### src/rtl/cfgclk_pkg.sv
package cfgclk_pkg;

  // Level of the generated configuration clock.
  typedef enum logic {
    PH_LOW  = 1'b0,
    PH_HIGH = 1'b1
  } cclk_phase_e;

  // Edge event strobes handed to the serial loader.
  typedef struct packed {
    logic rise;
    logic fall;
  } edge_evt_t;

endpackage

### src/rtl/cfgclk_rst_sync.sv
module cfgclk_rst_sync #(
  parameter int unsigned STAGES = 2
) (
  input  logic clk,
  input  logic arst_n,
  output logic srst_n
);

  logic [STAGES-1:0] sync_q;
  logic [STAGES-1:0] sync_d;

  always_comb begin
    sync_d = {sync_q[STAGES-2:0], 1'b1};
  end

  always_ff @(posedge clk or negedge arst_n) begin
    if (!arst_n) sync_q <= '0;
    else         sync_q <= sync_d;
  end

  assign srst_n = sync_q[STAGES-1];

endmodule

### src/rtl/cfgclk_rate_sel.sv
module cfgclk_rate_sel #(
  parameter int unsigned SLOW_HALF = 32,
  parameter int unsigned CODE_W    = 4,
  parameter int unsigned CNT_W     = 6
) (
  input  logic              clk,
  input  logic              rst_n,
  input  logic [CODE_W-1:0] sel_code,
  input  logic              sel_load,
  input  logic              period_end,
  output logic [CNT_W-1:0]  half_len
);

  localparam int unsigned NCODES = 2 ** CODE_W;
  localparam logic [CNT_W-1:0] RESET_HALF = CNT_W'(SLOW_HALF);

  logic [CNT_W-1:0] tbl [NCODES];

  // Half-period length per code: SLOW_HALF shifted down, floored at one cycle.
  for (genvar k = 0; k < NCODES; k++) begin : g_tbl
    localparam int unsigned SHIFTED = SLOW_HALF >> k;
    localparam int unsigned HLEN    = (SHIFTED == 0) ? 1 : SHIFTED;
    assign tbl[k] = CNT_W'(HLEN);
  end

  logic [CNT_W-1:0] act_q, act_d;
  logic [CNT_W-1:0] pend_q, pend_d;
  logic             pend_v_q, pend_v_d;

  always_comb begin
    act_d    = act_q;
    pend_d   = pend_q;
    pend_v_d = pend_v_q;
    if (period_end && pend_v_q) begin
      act_d    = pend_q;
      pend_v_d = 1'b0;
    end
    if (sel_load) begin
      pend_d   = tbl[sel_code];
      pend_v_d = 1'b1;
    end
  end

  always_ff @(posedge clk or negedge rst_n) begin
    if (!rst_n) begin
      act_q    <= RESET_HALF;
      pend_q   <= RESET_HALF;
      pend_v_q <= 1'b0;
    end else begin
      act_q    <= act_d;
      pend_q   <= pend_d;
      pend_v_q <= pend_v_d;
    end
  end

  assign half_len = act_q;

endmodule

### src/rtl/cfgclk_stop_ctl.sv
module cfgclk_stop_ctl
  import cfgclk_pkg::*;
(
  input  logic        clk,
  input  logic        rst_n,
  input  logic        done,
  input  cclk_phase_e phase,
  output logic        hold
);

  logic done_seen_q, done_seen_d;

  always_comb begin
    done_seen_d = done_seen_q | done;
  end

  always_ff @(posedge clk or negedge rst_n) begin
    if (!rst_n) done_seen_q <= 1'b0;
    else        done_seen_q <= done_seen_d;
  end

  // Freeze only in the low phase, so a high phase always completes.
  assign hold = (done | done_seen_q) & (phase == PH_LOW);

endmodule

### src/rtl/cfgclk_phase_gen.sv
module cfgclk_phase_gen
  import cfgclk_pkg::*;
#(
  parameter int unsigned CNT_W = 6
) (
  input  logic             clk,
  input  logic             rst_n,
  input  logic [CNT_W-1:0] half_len,
  input  logic             hold,
  output cclk_phase_e      phase,
  output edge_evt_t        evt,
  output logic             period_end
);

  logic [CNT_W-1:0] cnt_q, cnt_d;
  cclk_phase_e      phase_q, phase_d;
  edge_evt_t        evt_q, evt_d;
  logic             wrap;
  logic             advance;

  always_comb begin
    wrap       = (cnt_q == (half_len - CNT_W'(1)));
    advance    = ~hold;
    cnt_d      = cnt_q;
    phase_d    = phase_q;
    evt_d      = '0;
    period_end = 1'b0;
    if (advance) begin
      if (wrap) begin
        cnt_d      = '0;
        phase_d    = (phase_q == PH_LOW) ? PH_HIGH : PH_LOW;
        evt_d.rise = (phase_q == PH_LOW);
        evt_d.fall = (phase_q == PH_HIGH);
        period_end = (phase_q == PH_HIGH);
      end else begin
        cnt_d = cnt_q + CNT_W'(1);
      end
    end
  end

  always_ff @(posedge clk or negedge rst_n) begin
    if (!rst_n) begin
      cnt_q   <= '0;
      phase_q <= PH_LOW;
      evt_q   <= '0;
    end else begin
      cnt_q   <= cnt_d;
      phase_q <= phase_d;
      evt_q   <= evt_d;
    end
  end

  assign phase = phase_q;
  assign evt   = evt_q;

endmodule

### src/rtl/cfgclk_master_gen.sv
module cfgclk_master_gen
  import cfgclk_pkg::*;
#(
  parameter int unsigned SLOW_HALF = 32,
  parameter int unsigned CODE_W    = 4
) (
  input  logic              osc_clk,
  input  logic              rst_n,
  input  logic [CODE_W-1:0] sel_code,
  input  logic              sel_load,
  input  logic              done,
  output logic              cclk_out,
  output logic              rise_stb,
  output logic              fall_stb
);

  localparam int unsigned CNT_W = $clog2(SLOW_HALF + 1);

  logic             srst_n;
  logic [CNT_W-1:0] half_len;
  logic             period_end;
  logic             hold;
  cclk_phase_e      phase;
  edge_evt_t        evt;

  cfgclk_rst_sync #(.STAGES(2)) u_rst_sync (
    .clk    (osc_clk),
    .arst_n (rst_n),
    .srst_n (srst_n)
  );

  cfgclk_rate_sel #(
    .SLOW_HALF (SLOW_HALF),
    .CODE_W    (CODE_W),
    .CNT_W     (CNT_W)
  ) u_rate_sel (
    .clk        (osc_clk),
    .rst_n      (srst_n),
    .sel_code   (sel_code),
    .sel_load   (sel_load),
    .period_end (period_end),
    .half_len   (half_len)
  );

  cfgclk_stop_ctl u_stop_ctl (
    .clk   (osc_clk),
    .rst_n (srst_n),
    .done  (done),
    .phase (phase),
    .hold  (hold)
  );

  cfgclk_phase_gen #(.CNT_W(CNT_W)) u_phase_gen (
    .clk        (osc_clk),
    .rst_n      (srst_n),
    .half_len   (half_len),
    .hold       (hold),
    .phase      (phase),
    .evt        (evt),
    .period_end (period_end)
  );

  assign cclk_out = (phase == PH_HIGH);
  assign rise_stb = evt.rise;
  assign fall_stb = evt.fall;

endmodule

### config.mk
export PLATFORM = sky130hd
export DESIGN_NAME = cfgclk_master_gen
export DESIGN_NICKNAME = d
export VERILOG_FILES = /design/src/rtl/cfgclk_pkg.sv /design/src/rtl/cfgclk_rst_sync.sv /design/src/rtl/cfgclk_rate_sel.sv /design/src/rtl/cfgclk_stop_ctl.sv /design/src/rtl/cfgclk_phase_gen.sv /design/src/rtl/cfgclk_master_gen.sv
export SDC_FILE = /design/constraint.sdc
export NUM_CORES = 1
export LEC_CHECK = 0
export BUFFER_PORTS_ARGS = -buffer_cell sky130_fd_sc_hd__buf_2
export CORE_MARGIN = 2
export CORE_UTILIZATION = 55
export CTS_CLUSTER_SIZE = 12
export DETAILED_ROUTE_END_ITERATION = 10
export GPL_TIMING_DRIVEN = 0
export PLACE_DENSITY = 0.75
export SLEW_MARGIN = 40
export SYNTH_ARGS = -nofsm -noshare
export SYNTH_HDL_FRONTEND = slang
export SYNTH_SLANG_ARGS = --single-unit
### constraint.sdc
create_clock -name osc_clk -period 2.2 [get_ports osc_clk]
set_input_delay 0.55 -clock osc_clk [delete_from_list [all_inputs] [get_ports osc_clk]]
set_output_delay 0.55 -clock osc_clk [all_outputs]
set_load 0.01 [all_outputs]
==> After elaboration in Yosys (flattened, before gate mapping) <==
Memory sizes are Yosys's and may differ from the RTL's. A register that Yosys moved wholly into a read port is not among the register bits.
Cells that the tools add are included.
{ "totals": {"romBits": 96, "memories": 1, "elab_cells": 29, "output_inout_bits": 3, "register_bits": 19} }
{ "memory_table": {"columns": ["name", "depth", "word_bits", "read_ports", "rd_ports_with_merged_regs", "write_ports", "line", "rtl"], "rows": [
  ["(no name shown)", 16, 6, 1, 1, 0, "cfgclk_rate_sel.sv:39", "pend_d = tbl[sel_code];"]
]} }
{ "classes": {"bitwise": 5, "n_eq_ne": 1, "n_addsub": 2, "n_reduce_logical": 4, "muxes": 8} }
{ "ops": {"columns": ["operator", "n"], "rows": [
  ["6-bit by 1-bit adder with 6-bit output (second input constant)", 1],
  ["6-bit == test", 1],
  ["6-bit two-way mux", 1],
  ["6-bit by 1-bit subtractor with 6-bit output (second input constant)", 1],
  ["1-bit two-way mux", 5],
  ["4-bit NOT with 5-bit output", 1],
  ["2-bit two-way mux", 2],
  ["1-bit NOT", 2],
  ["2-bit AND reduction", 1],
  ["2-bit nonzero test", 1],
  ["1-bit AND", 1],
  ["1-bit logical AND", 1],
  ["1-bit logical NOT", 1],
  ["1-bit OR", 1]
]} }

==> Longest topological paths before layout <==
{ "logic_depth": {"ltp_word": 7, "ltp_mapped": 7, "mapped_depth_nobuf": 7} }

==> Cells and area by module <==
Synthesis repeated with hierarchy kept, for this count alone.
{ "hier_totals": {"cells_unflattened": 103, "hier_area_um2": 1172.4} }
{ "modules_own_cells": {"columns": ["mod", "cells_per_inst", "area_each_um2", "seq_area_each_um2", "n_inst"], "rows": [
  ["cfgclk_phase_gen", 59, 545.5, 225.2, 1],
  ["cfgclk_rate_sel", 38, 531.8, 327.8, 1],
  ["cfgclk_rst_sync", 3, 53.8, 50.0, 1],
  ["cfgclk_stop_ctl", 3, 41.3, 25.0, 1]
]} }

==> Worst setup path after synthesis <==
No wires, ideal clock.
{ "synth_timing": {"path_type": "register to register", "start": "register u_rate_sel.act_q[0], in the netlist u_rate_sel.half_len[0]", "end": "register u_rate_sel.act_q[0], in the netlist u_rate_sel.half_len[0]", "synth_period_minus_slack_ns": 1.983, "n_path_buf": 0, "stages_incl_launch_ff": 8, "path_slack_ns": 0.217, "setup_time_ns": 0.125, "arrival_time_ns": 1.859, "cell_sequence": "dfrtp_1 -> inv_1 -> ha_1 -> xnor2_1 -> nor2_1 -> nand4b_4 -> nor3_4 -> mux2_2"} }
{ "synth_between": {"elab_chain_cells": 5} }
{ "synth_lines": {"columns": ["element", "line", "rtl"], "rows": [
  ["start: declaration", "cfgclk_rate_sel.sv:26", "logic [CNT_W-1:0] act_q, act_d;"],
  ["start signal: assignment", "cfgclk_rate_sel.sv:50", "act_q <= act_d;"],
  ["6-bit by 1-bit subtractor with 6-bit output", "cfgclk_phase_gen.sv:22", "wrap = (cnt_q == (half_len - CNT_W'(1)));"],
  ["6-bit == test", "cfgclk_phase_gen.sv:22", null],
  ["1-bit two-way mux", "cfgclk_phase_gen.sv:29", "if (wrap) begin"],
  ["1-bit two-way mux", "cfgclk_phase_gen.sv:28", "if (advance) begin"],
  ["1-bit logical AND", "cfgclk_rate_sel.sv:34", "if (period_end && pend_v_q) begin"]
]} }
No other way between the ends.
A chain may end at the register's enable or synchronous reset.

==> Worst setup path in the final report <==
{ "layout_timing": {"start": "register u_rate_sel.act_q[0], in the netlist u_rate_sel.half_len[0]", "end": "register u_rate_sel.act_q[3], in the netlist u_rate_sel.half_len[3]"} }
The elaborated chain is that of the path after synthesis.

==> flow_metrics.env <==
export IMPL_postSynthCellCount=118
export IMPL_synth_top_cell_by_area="dfrtp_1"
export IMPL_crit_arrival_ps=2300
export IMPL_ant_nets=0
export IMPL_grt_usage_pct=18.03
export IMPL_synth_seq_cells=25
export IMPL_synth_area_leaders="dfrtp_1, mux2_2, o21ai_0, dfstp_2, nand2_1"
export IMPL_grt_pass1_wl_um=3519
export IMPL_maxCapViolCount=0
export IMPL_hold_ws_ps=233.4
export IMPL_cp_max_fo=7
export IMPL_r2r_slack_ps=100
export IMPL_dr_wl_met2_um=1015
export IMPL_hold_path_class="reg2async"
export IMPL_routed_wl_um=2032
export IMPL_drive_above_1_share_pct=23.70
export IMPL_outcome="finished, final reports clean"
export IMPL_reg2reg_depth=7
export IMPL_area_growth_syn_to_layout_pct=11.23
export IMPL_first_global_vias=803
export IMPL_port_buffers=10
export IMPL_vias=877
export IMPL_r2r_start="u_rate_sel.half_len[0]"
export IMPL_root_buffer="clkbuf_4"
export IMPL_grt_max_degree=24
export IMPL_p_seq_share_pct=46.0
export IMPL_utilization_pct=63.38
export IMPL_clock_latency_ps=310
export IMPL_path_cells="inv_1 -> ha_1 -> nand2b_1 -> o211ai_1 -> a31oi_2 -> nor3_4 -> mux2_2"
export IMPL_yosys_warnings=0
export IMPL_slowest_delay_ps=430
export IMPL_fill_cells=198
export IMPL_routed_top_layer="met4"
export IMPL_wire_per_inst_um=12.47
export IMPL_antenna_found_initial=0
export IMPL_netlist_area_leader_share_pct=46.56
export IMPL_cts_max_level=1
export IMPL_p_clk_share_pct=12.6
export IMPL_multi_input_area_um2=570.5
export IMPL_path_clk_slew_ps=120
export IMPL_vias_per_cell=5.380
export IMPL_drtIter0Drc=16
export IMPL_period_needed_ps=2100
export IMPL_synth_area_mm2=0.001236
export IMPL_fin_skew_ps=8.797
export IMPL_design_area_mm2=0.001375
export IMPL_stdcell_count=163
export IMPL_core_mm2=0.002170
export IMPL_crit_reg2reg_capture="u_rate_sel.half_len[3]"
export IMPL_place_area_mm2=0.001323
export IMPL_sw_frac_of_total_pct=39.30
export IMPL_initial_utilization_pct=56.98
export IMPL_cp_slowest_cell="dfrtp_2"
export IMPL_final_common_cell="dfrtp_1"
export IMPL_fin_crit_sh_pct=95.44
export IMPL_fmax_ghz=0.4763
export IMPL_cp_end_kind="flip-flop"
export IMPL_p_leak_nw=0.6038
export IMPL_synthesis_nets=128
export IMPL_synth_cell_types=31
export IMPL_numCtsBuffers=3
export IMPL_power_density_mw_per_mm2=1111
export IMPL_detail_route_first_pass_iterations=4
export IMPL_path_class="reg2reg"
export IMPL_setup_violations_final=0
export IMPL_cp_required_ps=2400
export IMPL_gp_congestion=0.8350
export IMPL_die_width_um=51.41
export IMPL_p_int_mw=0.9270
export IMPL_hold_viol=0
export IMPL_ys_seq_area_share_pct=50.81
export IMPL_grt_overflow_total=0
export IMPL_ir_drop_uv=816.6
export IMPL_num_antenna_cells=0
export IMPL_fin_nets=146
export IMPL_avgSynthCellArea_um2=10.48
export IMPL_die_h_um=51.41
export IMPL_ios=11
export IMPL_register_area_um2=630.6
export IMPL_drc=0
export IMPL_final_cell_mix="dfrtp_1, nand2_1, o21ai_0"
export IMPL_wl_met3_um=53
export IMPL_dp_hpwl_um=1531
export IMPL_place_inst=156
export IMPL_cts_max_path_buffers=2
export IMPL_dieArea_mm2=0.002643
export IMPL_rows=17
export IMPL_net_switching_power_mw=0.6002
export IMPL_wl_met1_um=929
export IMPL_cts_tree="built"
export IMPL_start_kind="flip-flop"
export IMPL_clock_sinks=25
export IMPL_pwr_share_comb_pct=41.5
export IMPL_drv_slew=0
==> cell usage after synthesis <==
cell / n
nor4bb_1: 1
xnor2_1: 5
and2_1: 1
mux2i_1: 2
a31oi_1: 2
mux2_2: 8
clkbuf_1: 2
nand2b_1: 4
conb_1: 1
nand4b_1: 2
buf_1: 1
nor4_1: 4
or2_2: 2
a31oi_2: 1
a21oi_1: 3
dfstp_2: 2
nor3_1: 4
nand2_1: 13
ha_1: 2
nor2_1: 5
inv_1: 7
o211ai_1: 3
a21o_1: 1
nor4b_1: 1
nor3_4: 1
nand3_1: 3
nor2b_1: 1
nand4b_4: 1
dfrtp_1: 23
xor2_1: 1
o21ai_0: 11
==> stage by stage <==
step,setup slack [ps],total power [mW],TNS (ps)
detailed placement,18.65,1.343,0
floorplan,216.6,1.206,0
global route,-20.94,1.651,-42.78
finish,100.3,1.527,0
CTS,44.56,1.539,0
global placement,58.72,1.313,0
==> power by group through the flow <==
stage | Combinational [mW] | Sequential, mW | Clock, mW
after floorplan | 0.525 | 0.681 | 0
after global placement | 0.610 | 0.703 | 0
after detailed placement | 0.632 | 0.711 | 0
after CTS | 0.636 | 0.701 | 0.203
after global routing | 0.709 | 0.727 | 0.215
final | 0.634 | 0.702 | 0.192
==> worst max-delay path, delay by kind of cell (launching register included) <==
| kind | cells | cell delay [ps] |
|---|---|---|
| simple gates | 2 | 570 |
| flops | 1 | 430 |
| mux | 1 | 380 |
| compound gates | 2 | 340 |
| fa+ha+maj | 1 | 230 |
| buf+inv | 1 | 50 |
==> final cells by class <==
type	count	share of cell area [%]
Sequential cell	25	45.86
Multi-Input combinational cell	83	41.49
Timing Repair Buffer	13	5.460
Tap cell	28	2.548
Clock buffer	4	1.911
Inverter	7	1.911
Buffer	3	0.8189
==> kinds of logic (layout without fill, tap and decap cells) <==
family | count (synthesis) | count (layout) | share of synthesized area (%)
AND/OR/NAND/NOR | 43 | 43 | 20.55
flip-flops | 25 | 25 | 50.81
AO/OA/AOI/OAI | 21 | 21 | 10.12
multiplexers | 10 | 10 | 8.907
buffers and inverters | 10 | 27 | 3.037
XOR/XNOR | 6 | 6 | 4.251
adder cells (fa/ha/maj) | 2 | 2 | 2.024
other | 1 | 1 | 0.3034
==> per-layer routing <==
layer	global-route usage, %	up-vias
li1	-	447
met1	25.53	413
met2	27.56	13
met3	1.754	4
met4	9.211	0
met5	0	-
==> sequential cells by signal, indices dropped and copies added, names as in the netlist <==
signal / flops
u_phase_gen.phase: 1
u_phase_gen.cnt_q: 6
u_phase_gen.evt: 2
u_rst_sync.sync_q: 2
u_rate_sel.pend_q: 6
u_rate_sel.pend_v_q: 1
u_rate_sel.half_len: 6
u_stop_ctl.done_seen_q: 1
==> worst max path at each step <==
stage                            from                endpoint  slack, ps  cells past startpoint
6_report       u_rate_sel.half_len[0]  u_rate_sel.half_len[3]        100                      7
5_1_grt        u_rate_sel.half_len[0]  u_rate_sel.half_len[0]        -20                      7
4_1_cts        u_rate_sel.half_len[0]  u_rate_sel.half_len[3]         40                      7
3_5_place_dp   u_rate_sel.half_len[0]  u_rate_sel.half_len[3]         20                      7
3_3_place_gp   u_rate_sel.half_len[0]  u_rate_sel.half_len[3]         60                      7
2_1_floorplan  u_rate_sel.half_len[0]  u_rate_sel.half_len[0]        220                      7
==> what timing repair did <==
| item | 4_1_cts | 5_1_grt |
|---|---|---|
| hold endpoints to repair | 2 | 0 |
| setup buffers | 0 | 2 |
| hold buffers | 1 | 0 |
| pin swaps | 1 | 1 |
| setup endpoints to repair | 1 | 4 |
| resized for setup | 0 | 1 |
Note: power is estimated with default switching activity, not from simulation.
